===== src/rtl/pfd_pkg.sv =====
package pfd_pkg;
  typedef enum logic [1:0] {
    PD_ON_QUIET = 2'b00,
    PD_ON_MON   = 2'b01,
    PD_HANDOFF  = 2'b10,
    PD_OFF      = 2'b11
  } pd_mode_e;
endpackage


===== src/rtl/pfd_edge_sense.sv =====
module pfd_edge_sense (
  input  logic clk,
  input  logic rst_n,
  input  logic rf_pulse,
  input  logic ref_pulse,
  input  logic sense,
  input  logic strobe,
  output logic rf_evt,
  output logic ref_evt,
  output logic up_set,
  output logic dn_set
);
  logic rf_q, ref_q;

  always_ff @(posedge clk or negedge rst_n) begin
    if (!rst_n) begin
      rf_q  <= 1'b0;
      ref_q <= 1'b0;
    end else begin
      rf_q  <= rf_pulse;
      ref_q <= ref_pulse;
    end
  end

  // rising edges, suppressed while the strobe holds the comparator
  assign rf_evt  = rf_pulse  & ~rf_q  & ~strobe;
  assign ref_evt = ref_pulse & ~ref_q & ~strobe;

  // sense = 1: RF leading must sink (down)
  assign up_set = sense ? ref_evt : rf_evt;
  assign dn_set = sense ? rf_evt  : ref_evt;
endmodule


===== src/rtl/pfd_core.sv =====
module pfd_core #(
  parameter int PHASE_TOL = 2,
  parameter int WIDTH_W   = 4
) (
  input  logic clk,
  input  logic rst_n,
  input  logic strobe,
  input  logic up_set,
  input  logic dn_set,
  output logic up_q,
  output logic dn_q,
  output logic cmp_valid,
  output logic cmp_good
);
  localparam logic [WIDTH_W-1:0] WIDTH_MAX = {WIDTH_W{1'b1}};
  localparam logic [WIDTH_W-1:0] TOL_V     = WIDTH_W'(PHASE_TOL);

  logic             overlap;
  logic [WIDTH_W-1:0] single_cnt;

  assign overlap = up_q & dn_q;

  always_ff @(posedge clk or negedge rst_n) begin
    if (!rst_n) begin
      up_q <= 1'b0;
      dn_q <= 1'b0;
    end else if (strobe || overlap) begin
      up_q <= 1'b0;
      dn_q <= 1'b0;
    end else begin
      up_q <= up_q | up_set;
      dn_q <= dn_q | dn_set;
    end
  end

  // cycles spent with exactly one side active before the overlap
  always_ff @(posedge clk or negedge rst_n) begin
    if (!rst_n) begin
      single_cnt <= '0;
    end else if (strobe || overlap) begin
      single_cnt <= '0;
    end else if ((up_q ^ dn_q) && single_cnt != WIDTH_MAX) begin
      single_cnt <= single_cnt + 1'b1;
    end
  end

  assign cmp_valid = overlap & ~strobe;
  assign cmp_good  = (single_cnt <= TOL_V);

  assert_pulse_reset_R3: assert property (@(posedge clk) disable iff (!rst_n)
    (up_q && dn_q) |=> (!up_q && !dn_q));
endmodule


===== src/rtl/pfd_lock_filter.sv =====
module pfd_lock_filter #(
  parameter int LOCK_CYCLES = 6
) (
  input  logic clk,
  input  logic rst_n,
  input  logic cmp_valid,
  input  logic cmp_good,
  output logic lock
);
  localparam int UNLOCK_CYCLES = (LOCK_CYCLES / 3 < 1) ? 1 : LOCK_CYCLES / 3;
  localparam int CNT_W = $clog2(LOCK_CYCLES + 1);
  localparam logic [CNT_W-1:0] LOCK_LAST   = CNT_W'(LOCK_CYCLES - 1);
  localparam logic [CNT_W-1:0] UNLOCK_LAST = CNT_W'(UNLOCK_CYCLES - 1);

  logic [CNT_W-1:0] run_cnt;

  always_ff @(posedge clk or negedge rst_n) begin
    if (!rst_n) begin
      lock    <= 1'b0;
      run_cnt <= '0;
    end else if (cmp_valid) begin
      if (!lock) begin
        if (!cmp_good) begin
          run_cnt <= '0;
        end else if (run_cnt == LOCK_LAST) begin
          lock    <= 1'b1;
          run_cnt <= '0;
        end else begin
          run_cnt <= run_cnt + 1'b1;
        end
      end else begin
        if (cmp_good) begin
          run_cnt <= '0;
        end else if (run_cnt == UNLOCK_LAST) begin
          lock    <= 1'b0;
          run_cnt <= '0;
        end else begin
          run_cnt <= run_cnt + 1'b1;
        end
      end
    end
  end

  assert_lock_moves_on_compare_R9: assert property (@(posedge clk) disable iff (!rst_n)
    (lock != $past(lock)) |-> $past(cmp_valid));
endmodule


===== src/rtl/pfd_lock_ctrl.sv =====
module pfd_lock_ctrl
  import pfd_pkg::*;
#(
  parameter int PHASE_TOL   = 2,
  parameter int LOCK_CYCLES = 6,
  parameter int WIDTH_W     = 4
) (
  input  logic       clk,
  input  logic       rst_n,
  input  logic       rf_pulse,
  input  logic       ref_pulse,
  input  logic       sense,
  input  logic [1:0] pd_state,
  input  logic [1:0] gain_sel,
  input  logic       strobe,
  output logic       pump_up,
  output logic       pump_dn,
  output logic       pump_en,
  output logic [1:0] gain_code,
  output logic       lock,
  output logic       mon_a,
  output logic       mon_b
);
  logic rf_evt, ref_evt, up_set, dn_set;
  logic up_q, dn_q, cmp_valid, cmp_good;
  logic det_active, mon_on;
  pd_mode_e mode;

  assign mode = pd_mode_e'(pd_state);

  pfd_edge_sense u_edge (
    .clk(clk), .rst_n(rst_n), .rf_pulse(rf_pulse), .ref_pulse(ref_pulse),
    .sense(sense), .strobe(strobe), .rf_evt(rf_evt), .ref_evt(ref_evt),
    .up_set(up_set), .dn_set(dn_set)
  );

  pfd_core #(.PHASE_TOL(PHASE_TOL), .WIDTH_W(WIDTH_W)) u_core (
    .clk(clk), .rst_n(rst_n), .strobe(strobe), .up_set(up_set),
    .dn_set(dn_set), .up_q(up_q), .dn_q(dn_q), .cmp_valid(cmp_valid),
    .cmp_good(cmp_good)
  );

  pfd_lock_filter #(.LOCK_CYCLES(LOCK_CYCLES)) u_lock (
    .clk(clk), .rst_n(rst_n), .cmp_valid(cmp_valid), .cmp_good(cmp_good),
    .lock(lock)
  );

  always_comb begin
    unique case (mode)
      PD_ON_QUIET: begin det_active = 1'b1;  mon_on = 1'b0; end
      PD_ON_MON:   begin det_active = 1'b1;  mon_on = 1'b1; end
      PD_HANDOFF:  begin det_active = ~lock; mon_on = 1'b1; end
      default:     begin det_active = 1'b0;  mon_on = 1'b1; end
    endcase
  end

  assign pump_en   = det_active & ~strobe;
  assign pump_up   = up_q & pump_en;
  assign pump_dn   = dn_q & pump_en;
  assign gain_code = gain_sel;

  always_ff @(posedge clk or negedge rst_n) begin
    if (!rst_n) begin
      mon_a <= 1'b0;
      mon_b <= 1'b0;
    end else begin
      mon_a <= mon_on & (sense ? rf_evt  : ref_evt);
      mon_b <= mon_on & (sense ? ref_evt : rf_evt);
    end
  end

  assert_strobe_clears_R2: assert property (@(posedge clk) disable iff (!rst_n)
    (strobe && $past(strobe)) |-> (!up_q && !dn_q && !pump_en));

  assert_quiet_monitors_R6: assert property (@(posedge clk) disable iff (!rst_n)
    ($past(pd_state) == 2'b00) |-> (!mon_a && !mon_b));

  assert_off_no_pump_R7: assert property (@(posedge clk) disable iff (!rst_n)
    (pd_state == 2'b11) |-> (!pump_up && !pump_dn));

  assert_handoff_R8: assert property (@(posedge clk) disable iff (!rst_n)
    (pd_state == 2'b10 && lock) |-> !pump_en);
endmodule


===== config.mk =====
export PLATFORM = sky130hd
export DESIGN_NAME = pfd_lock_ctrl
export DESIGN_NICKNAME = d
export VERILOG_FILES = /design/src/rtl/pfd_pkg.sv /design/src/rtl/pfd_edge_sense.sv /design/src/rtl/pfd_core.sv /design/src/rtl/pfd_lock_filter.sv /design/src/rtl/pfd_lock_ctrl.sv
export SDC_FILE = /design/constraint.sdc
export NUM_CORES = 1
export LEC_CHECK = 0
export ABC_CLOCK_PERIOD_IN_PS = 5650
export CORE_ASPECT_RATIO = 1.5
export CORE_UTILIZATION = 24
export DETAILED_ROUTE_END_ITERATION = 8
export HOLD_SLACK_MARGIN = 0.15
export SETUP_SLACK_MARGIN = 0.4
export SKIP_LAST_GASP = 1
export SLEW_MARGIN = 0
export SYNTH_ARGS = -nofsm -noshare
export SYNTH_HDL_FRONTEND = slang
export SYNTH_HIERARCHICAL = 1
export SYNTH_SLANG_ARGS = --single-unit

===== constraint.sdc =====
create_clock -name clk -period 5.65 [get_ports clk]
set_clock_uncertainty 0.2 [all_clocks]
set_input_delay 1.13 -clock clk [delete_from_list [all_inputs] [get_ports clk]]
set_output_delay 1.13 -clock clk [all_outputs]
set_load 0.02 [all_outputs]

==> results by group, run 1 <==
Yosys
  – Post-Syn Nets: 88
  – Xor/xnor share of the synthesized area: 1.11%
  – Simple-gate share of the synthesized area: 20.8%
  – Commonest cells in the netlist: 14 x dfrtp_1, 7 x nor2_1, 5 x inv_1
  – Largest family of logic cells by synthesized area: simple AND/OR/NAND/NOR gates
  – Most common cell in the netlist: dfrtp_1
  – Yosys top cell by area: dfrtp_1
  – Yosys cell types: 33
  – Top FF cell, synth: dfrtp_1
  – Synthesized area: approximately 800 um^2
  – Adder-cell area share of the yosys netlist: 4.76%
  – Number of synthesized flops with an enable pin: 0
  – Synth Area in Compound Gates: 20.8%
  – Ys Warns: 6
  – Synth Instances: 75
  – Avg Cell Area, Syn: 10.5 um^2
  – FF+latch count, synth: 14
  – Mux contribution to synthesized area: 3.81%
  – Cells taking the most area after synthesis: dfrtp_1 44%, ha_1 4.8%, mux2i_1 3.8%
  – Async S/R FF share, synth: 100%
  – Top-area cell type share of the netlist area: roughly 44%
  – Register area share after synthesis: 44.4%

Critical path
  – Worst R2R Start: u_core/single_cnt[0]$_DFFE_PN0P_
  – CP Max Fanout: 11
  – Worst R2R Path Depth: 7
  – Critical Path Most Common Cell: clkdlybuf4s50_1
  – Slowest cell on crit path: clkdlybuf4s50_1
  – Crit path DAT: 2650 ps
  – Slowest stage delay, CP: 640 ps
  – Startpoint types: input port
  – Reg2reg setup slack: ~3600 ps
  – Type of the worst setup path: in2out
  – Crit-path cells: clkdlybuf4s50_1 -> nor3b_1 -> clkdlybuf4s50_1
  – Worst EP required: 4320 ps
  – Crit. End Element: output port
  – CP Launch Point: strobe
  – Reg2reg end: u_lock/run_cnt[1]$_DFFE_PN0P_

Timing
  – Total negative slack: 0 ps
  – Peak Freq: 251 MHz
  – Tcrit/Tclk final: 70.5%
  – RSZ-0062 raised after global routing: false
  – Setup violators final: 0
  – Final hold vios: 0
  – Slew Limit Fails: 0
  – Slew headroom: about 57%
  – Slew @ Worst Pin: around 640 ps
  – Worst setup slack after layout: 1670 ps
  – Post-route minimum period: 3980 ps

Clocking
  – # Post-CTS Setup Buffers: 0
  – Clock slew at reported path FFs: 60 ps
  – Post-CTS Resized: 0
  – CTS max path bufs: 2
  – Worst-skew pair later-pin latency: 240 ps
  – H-tree Lvls: 1
  – CTS Sinks: 14
  – Num CTS Buffers: 3
  – Post-CTS Hold Buffers: 0
  – CTS Root Cell: clkbuf_8
  – CTS tree: built

Floorplanning
  – Rows: 25
  – Height of the die: 72.2 um
  – Die Area: 0.00352 mm^2
  – IO Pins: 18
  – Die width: between 40 and 50 um
  – Core footprint: 0.00313 mm^2
  – Starting Density: 25.2%

GRT
  – Initial antenna violation count: 0
  – Tot GR Track Use: 9.60%
  – Vias in the first global route: 590
  – Total gr overflow: 0
  – Largest net degree at the start of global routing: 15
  – First-pass GRT wire length: around 2600 um

Worst hold path
  – Worst hold path class: reg2reg
  – Worst Min Path Start: u_core/dn_q$_DFF_PN0_
  – Hold depth: 1
  – Hold Path Sink: u_core/dn_q$_DFF_PN0_

Power and ir drop
  – Leakage power: 0.414 nW
  – Worst vdd ir: 0.113 mV
  – Power Dens Cells: 238 mW/mm^2

Layout
  – Nets: 104
  – Area Overhead vs Synth: 27.9%
  – Layout Cells excl Fill: 130
  – N_diodes: 0
  – Filler Cell Count: 327
  – Share of cells above drive strength 1: ~11%
  – Register area: 350 um^2
  – Layout Utilization: 32.2%
  – Final Instance Area: approximately 0.001 mm^2
  – Multi-input gate area: 404 um^2

Drt
  – Initial DRC Count: 17
  – Final wirelength: 1540 um
  – Routed len/inst: 11.9 um
  – Drt via density: 4.78
  – Pre-antenna DRT Iters: 3
  – Post-route DRC: 0
  – Vias: 622
  – Detail Route Antenna Nets: 0

Placement
  – Port bufs: 13
  – Hpwl dp: 1160 um
  – Placed cells: 126
  – Final Wtd Congestion: 0.658
  – Instance area after placement: roughly 950 um^2
  – Worst slack at placement: approximately 1700 ps

Job
  – Number of max-cap violations: 0

Status
  – Status: finished clean
routing by layer:
metal / share of wire [%] / global-route usage [%] / vias up
li1: - / - / 307
met1: 43 / 11.2 / 300
met2: 53 / 15.7 / 13
met3: 3.0 / 2.31 / 2
met4: 1.2 / 5.88 / 0
met5: 0 / 0 / -
flip-flops by register name (all words and copies together) (netlist names):
| signal | flops |
|---|---|
| u_edge/ref_q | 1 |
| mon_a | 1 |
| u_lock/run_cnt | 3 |
| u_core/single_cnt | 4 |
| u_core/up_q | 1 |
| u_core/dn_q | 1 |
| u_edge/rf_q | 1 |
| u_lock/lock | 1 |
| mon_b | 1 |
per-stage QoR:
| step | hold WS [ps] | power, W |
|---|---|---|
| 6_report | 311 | 0.000240 |
| 5_1_grt | 338 | 0.000255 |
| 4_1_cts | 319 | 0.000245 |
| 3_5_place_dp | 303 | 0.000146 |
| 3_3_place_gp | 293 | 0.000145 |
| 2_1_floorplan | 268 | 0.000133 |
power breakdown:
part	switching [W]	internal, W	leakage, nW
logic	0.0000166	0.0000166	0.207
clock network	0.0000347	0.0000616	0.0288
registers	0.00000516	0.000106	0.177
logic make-up (layout without fill, tap and decap cells):
family	after synthesis	in the layout
and+or+nand+nor	26	26
AOI/OAI and AO/OA	21	21
DFF	14	14
buffers and inverters	7	22
adders and majority gates	3	3
muxes	3	3
xor gates and xnor gates	1	1
worst max-delay path, delay by kind of cell:
| family | cells | cell delay, ps |
|---|---|---|
| buffers and inverters | 2 | 1220 |
| and+or+nand+nor | 1 | 300 |
worst max path at each step:
stage / slack (ps) / endpoint
after CTS: 1650 / pump_up
after global routing: 1580 / pump_up
after global placement: 1730 / pump_up
after floorplan: 2470 / pump_dn
final: 1670 / pump_up
after detailed placement: 1670 / pump_up
layout make-up:
class	count	area share, %
Multi-Input combinational cell	54	40.1
Sequential cell	14	34.7
Timing Repair Buffer	13	12.9
Clock buffer	4	5.46
Tap cell	40	4.96
Inverter	5	1.86
cells in the final DEF (no fill, tap or decap), types with 2 or more instances in the layout:
cell	netlist	final
nand2b_1	3	3
nor2_1	7	7
nor3b_1	2	2
dfrtp_1	14	14
o21a_1	4	4
o22ai_2	2	2
o211ai_1	2	2
nand3b_1	2	2
clkbuf_8	0	4
o21ai_0	4	4
nand2_1	2	2
inv_1	5	5
mux2i_1	3	3
ha_1	3	3
clkdlybuf4s50_1	0	13
a21oi_1	2	2
Note: power is estimated with default switching activity, not from simulation.
==> run 2, diff against run 1 <==
ABC_CLOCK_PERIOD_IN_PS = 3420   (was 5650)
clock period = 3.42 ns   (was 5.65 ns; I/O delays follow)
==> run 2 against run 1 <==
Compared with the run above:
- sequential power is 65% higher
- worst setup slack got worse by 1200 ps
- die area is the same
- global-route usage up 0.35 points
- wire length fell by 0.78%
- critical path depth grew 1
- critical path type unchanged
- largest power group unchanged
==> results by group, run 2 (synthesized netlist as in run 1, its figures left out) <==
Status
  – Status: finished clean

Timing
  – RSZ-0062 raised after global routing: false
  – Tcrit/Tclk final: ~85%
  – Total negative slack: 0 ps (unchanged)
  – Slew headroom: 56.8% (-0.29 points)
  – Setup violators final: 0 (unchanged)
  – Worst setup slack after layout: 507 ps (-1160 ps)
  – Post-route minimum period: 2910 ps
  – Final hold vios: 0 (unchanged)
  – Peak Freq: 343 MHz
  – Slew @ Worst Pin: 646 ps (+4.35 ps)
  – Slew Limit Fails: 0 (unchanged)

Job
  – Number of max-cap violations: 0 (unchanged)

Placement
  – Worst slack at placement: 370 ps (-1300 ps)
  – Hpwl dp: 1130 um (-2.8%)
  – Port bufs: 13 (unchanged)
  – Final Wtd Congestion: 0.660 (+0.36%)

Layout
  – Max reg flops: 4 (unchanged)
  – Register area: 350 um^2 (unchanged)
  – N_diodes: 0 (unchanged)
  – Nets: 104 (unchanged)
  – Area Overhead vs Synth: 27.9% (unchanged)
  – Filler Cell Count: 325 (-0.61%)
  – Share of cells above drive strength 1: 11.1% (unchanged)
  – Highest-count cells in the layout ignoring fill and taps: 14 x dfrtp_1, 10 x clkdlybuf4s50_1, 7 x nor2_1
  – Largest regs: u_core/single_cnt: 4 flops, u_lock/run_cnt: 3 flops
  – Biggest register: u_core/single_cnt
  – Multi-input gate area: 404 um^2 (unchanged)
  – Most common cell after layout, fill and taps aside: dfrtp_1

Floorplanning
  – Die width: 48.8 um (unchanged)
  – Starting Density: 25.2% (unchanged)
  – Height of the die: 72.2 um (unchanged)
  – Rows: 25 (unchanged)
  – Die Area: 0.00352 mm^2 (unchanged)
  – Core footprint: 0.00313 mm^2 (unchanged)
  – IO Pins: 18 (unchanged)

Drt
  – Post-route DRC: 0 (unchanged)
  – Pre-antenna DRT Iters: 4 (+1)
  – Drt via density: 4.80 (+0.32%)
  – Initial DRC Count: 18 (+1)
  – Detail Route Antenna Nets: 0 (unchanged)
  – Vias: 624 (+0.32%)
  – Routed len/inst: 11.8 um (-0.78%)
  – Final wirelength: 1530 um (-0.78%)

Critical path
  – CP Max Fanout: 3 (-8)
  – Crit path DAT: 2030 ps (-620 ps)
  – Crit. End Element: output port
  – Setup crit end: pump_en
  – Reg2reg setup slack: 1340 ps (-2220 ps)
  – Worst R2R Path Depth: 7 (unchanged)
  – CP Launch Point: pd_state[0]
  – Worst EP required: 2540 ps (-1780 ps)
  – Slowest cell on crit path: clkdlybuf4s50_1
  – Type of the worst setup path: in2out
  – Worst R2R Start: u_core/single_cnt[0]$_DFFE_PN0P_
  – Crit-path cells: clkdlybuf4s50_1 -> o21a_1 -> nor2_1 -> clkdlybuf4s50_1
  – Reg2reg end: u_lock/run_cnt[1]$_DFFE_PN0P_
  – Critical Path Most Common Cell: clkdlybuf4s50_1
  – Startpoint types: input port
  – Slowest stage delay, CP: 610 ps (-30 ps)

Clocking
  – CTS max path bufs: 2 (unchanged)
  – Num CTS Buffers: 3 (unchanged)
  – Worst-skew pair later-pin latency: 240 ps (about the same)
  – CTS Root Cell: clkbuf_8
  – H-tree Lvls: 1 (unchanged)
  – CTS Sinks: 14 (unchanged)
  – Clock slew at reported path FFs: 60 ps (about the same)
  – CTS tree: built

Worst hold path
  – Worst hold path class: reg2reg

Power and ir drop
  – Leakage power: 0.437 nW (+5.8%)
  – Worst vdd ir: 0.149 mV (+32%)
  – Power Dens Cells: 395 mW/mm^2 (+66%)

GRT
  – First-pass GRT wire length: 2690 um (+4.0%)
  – Initial antenna violation count: 0 (unchanged)
  – Tot GR Track Use: 9.95% (+0.35 points)
  – Vias in the first global route: 631 (+6.9%)
  – Total gr overflow: 0 (unchanged)
  – Largest net degree at the start of global routing: 15 (unchanged)
[run 2: cell type report]
type	instances	share of cell area, %
clock buffers	4	5.46
inverters	5	1.86
multi-input cells	54	40.1
flip-flops and latches	14	34.7
well taps	40	4.96
repair buffers	13	12.9
[run 2: power by group]
part	total (W)	internal, W	switching, W
Clock	0.000161	0.000102	0.0000592
Sequential	0.000183	0.000174	0.00000847
Combinational	0.0000542	0.0000267	0.0000275
[run 2: metrics by stage]
| stage | util [%] | cell area [um^2] | total power [W] | hold slack, ps | instances |
|---|---|---|---|---|---|
| finish | 32.2 | 1010 | 0.000398 | 305 | 130 |
| global route | 32.2 | 1010 | 0.000421 | 331 | 130 |
| CTS | 32.2 | 1010 | 0.000406 | 312 | 130 |
| detailed placement | 30.5 | 953 | 0.000241 | 299 | 126 |
| global placement | 30.5 | 953 | 0.000239 | 291 | 126 |
| floorplan | - | 788 | 0.000219 | 188 | 75 |
[run 2: routing by layer]
metal	track usage, %	up-vias	routed length [um]
met2	18.2	11	837
li1	-	303	-
met5	0	-	0
met4	5.88	0	19
met1	10.3	308	633
met3	2.10	2	40
[run 2: worst min path at each step]
stage | start | end | cells past startpoint
after global routing | u_core/dn_q$_DFF_PN0_ | u_core/dn_q$_DFF_PN0_ | 1
final | u_core/dn_q$_DFF_PN0_ | u_core/dn_q$_DFF_PN0_ | 1
after floorplan | rst_n | mon_a$_DFF_PN0_ | 0
after CTS | u_core/dn_q$_DFF_PN0_ | u_core/dn_q$_DFF_PN0_ | 1
after global placement | u_core/dn_q$_DFF_PN0_ | u_core/dn_q$_DFF_PN0_ | 1
after detailed placement | u_core/dn_q$_DFF_PN0_ | u_core/dn_q$_DFF_PN0_ | 1
[run 2: timing repair]
action,in CTS,in global routing
buffers inserted,0,0
resized for setup,2,1
hold endpoints to repair,0,0
hold buffers,0,0
setup endpoints to repair,2,1
[run 2: critical path, delay by kind of cell]
| family | cells | cell delay (ps) |
|---|---|---|
| compound gates | 1 | 220 |
| buf+inv | 2 | 1030 |
| simple gates | 1 | 100 |
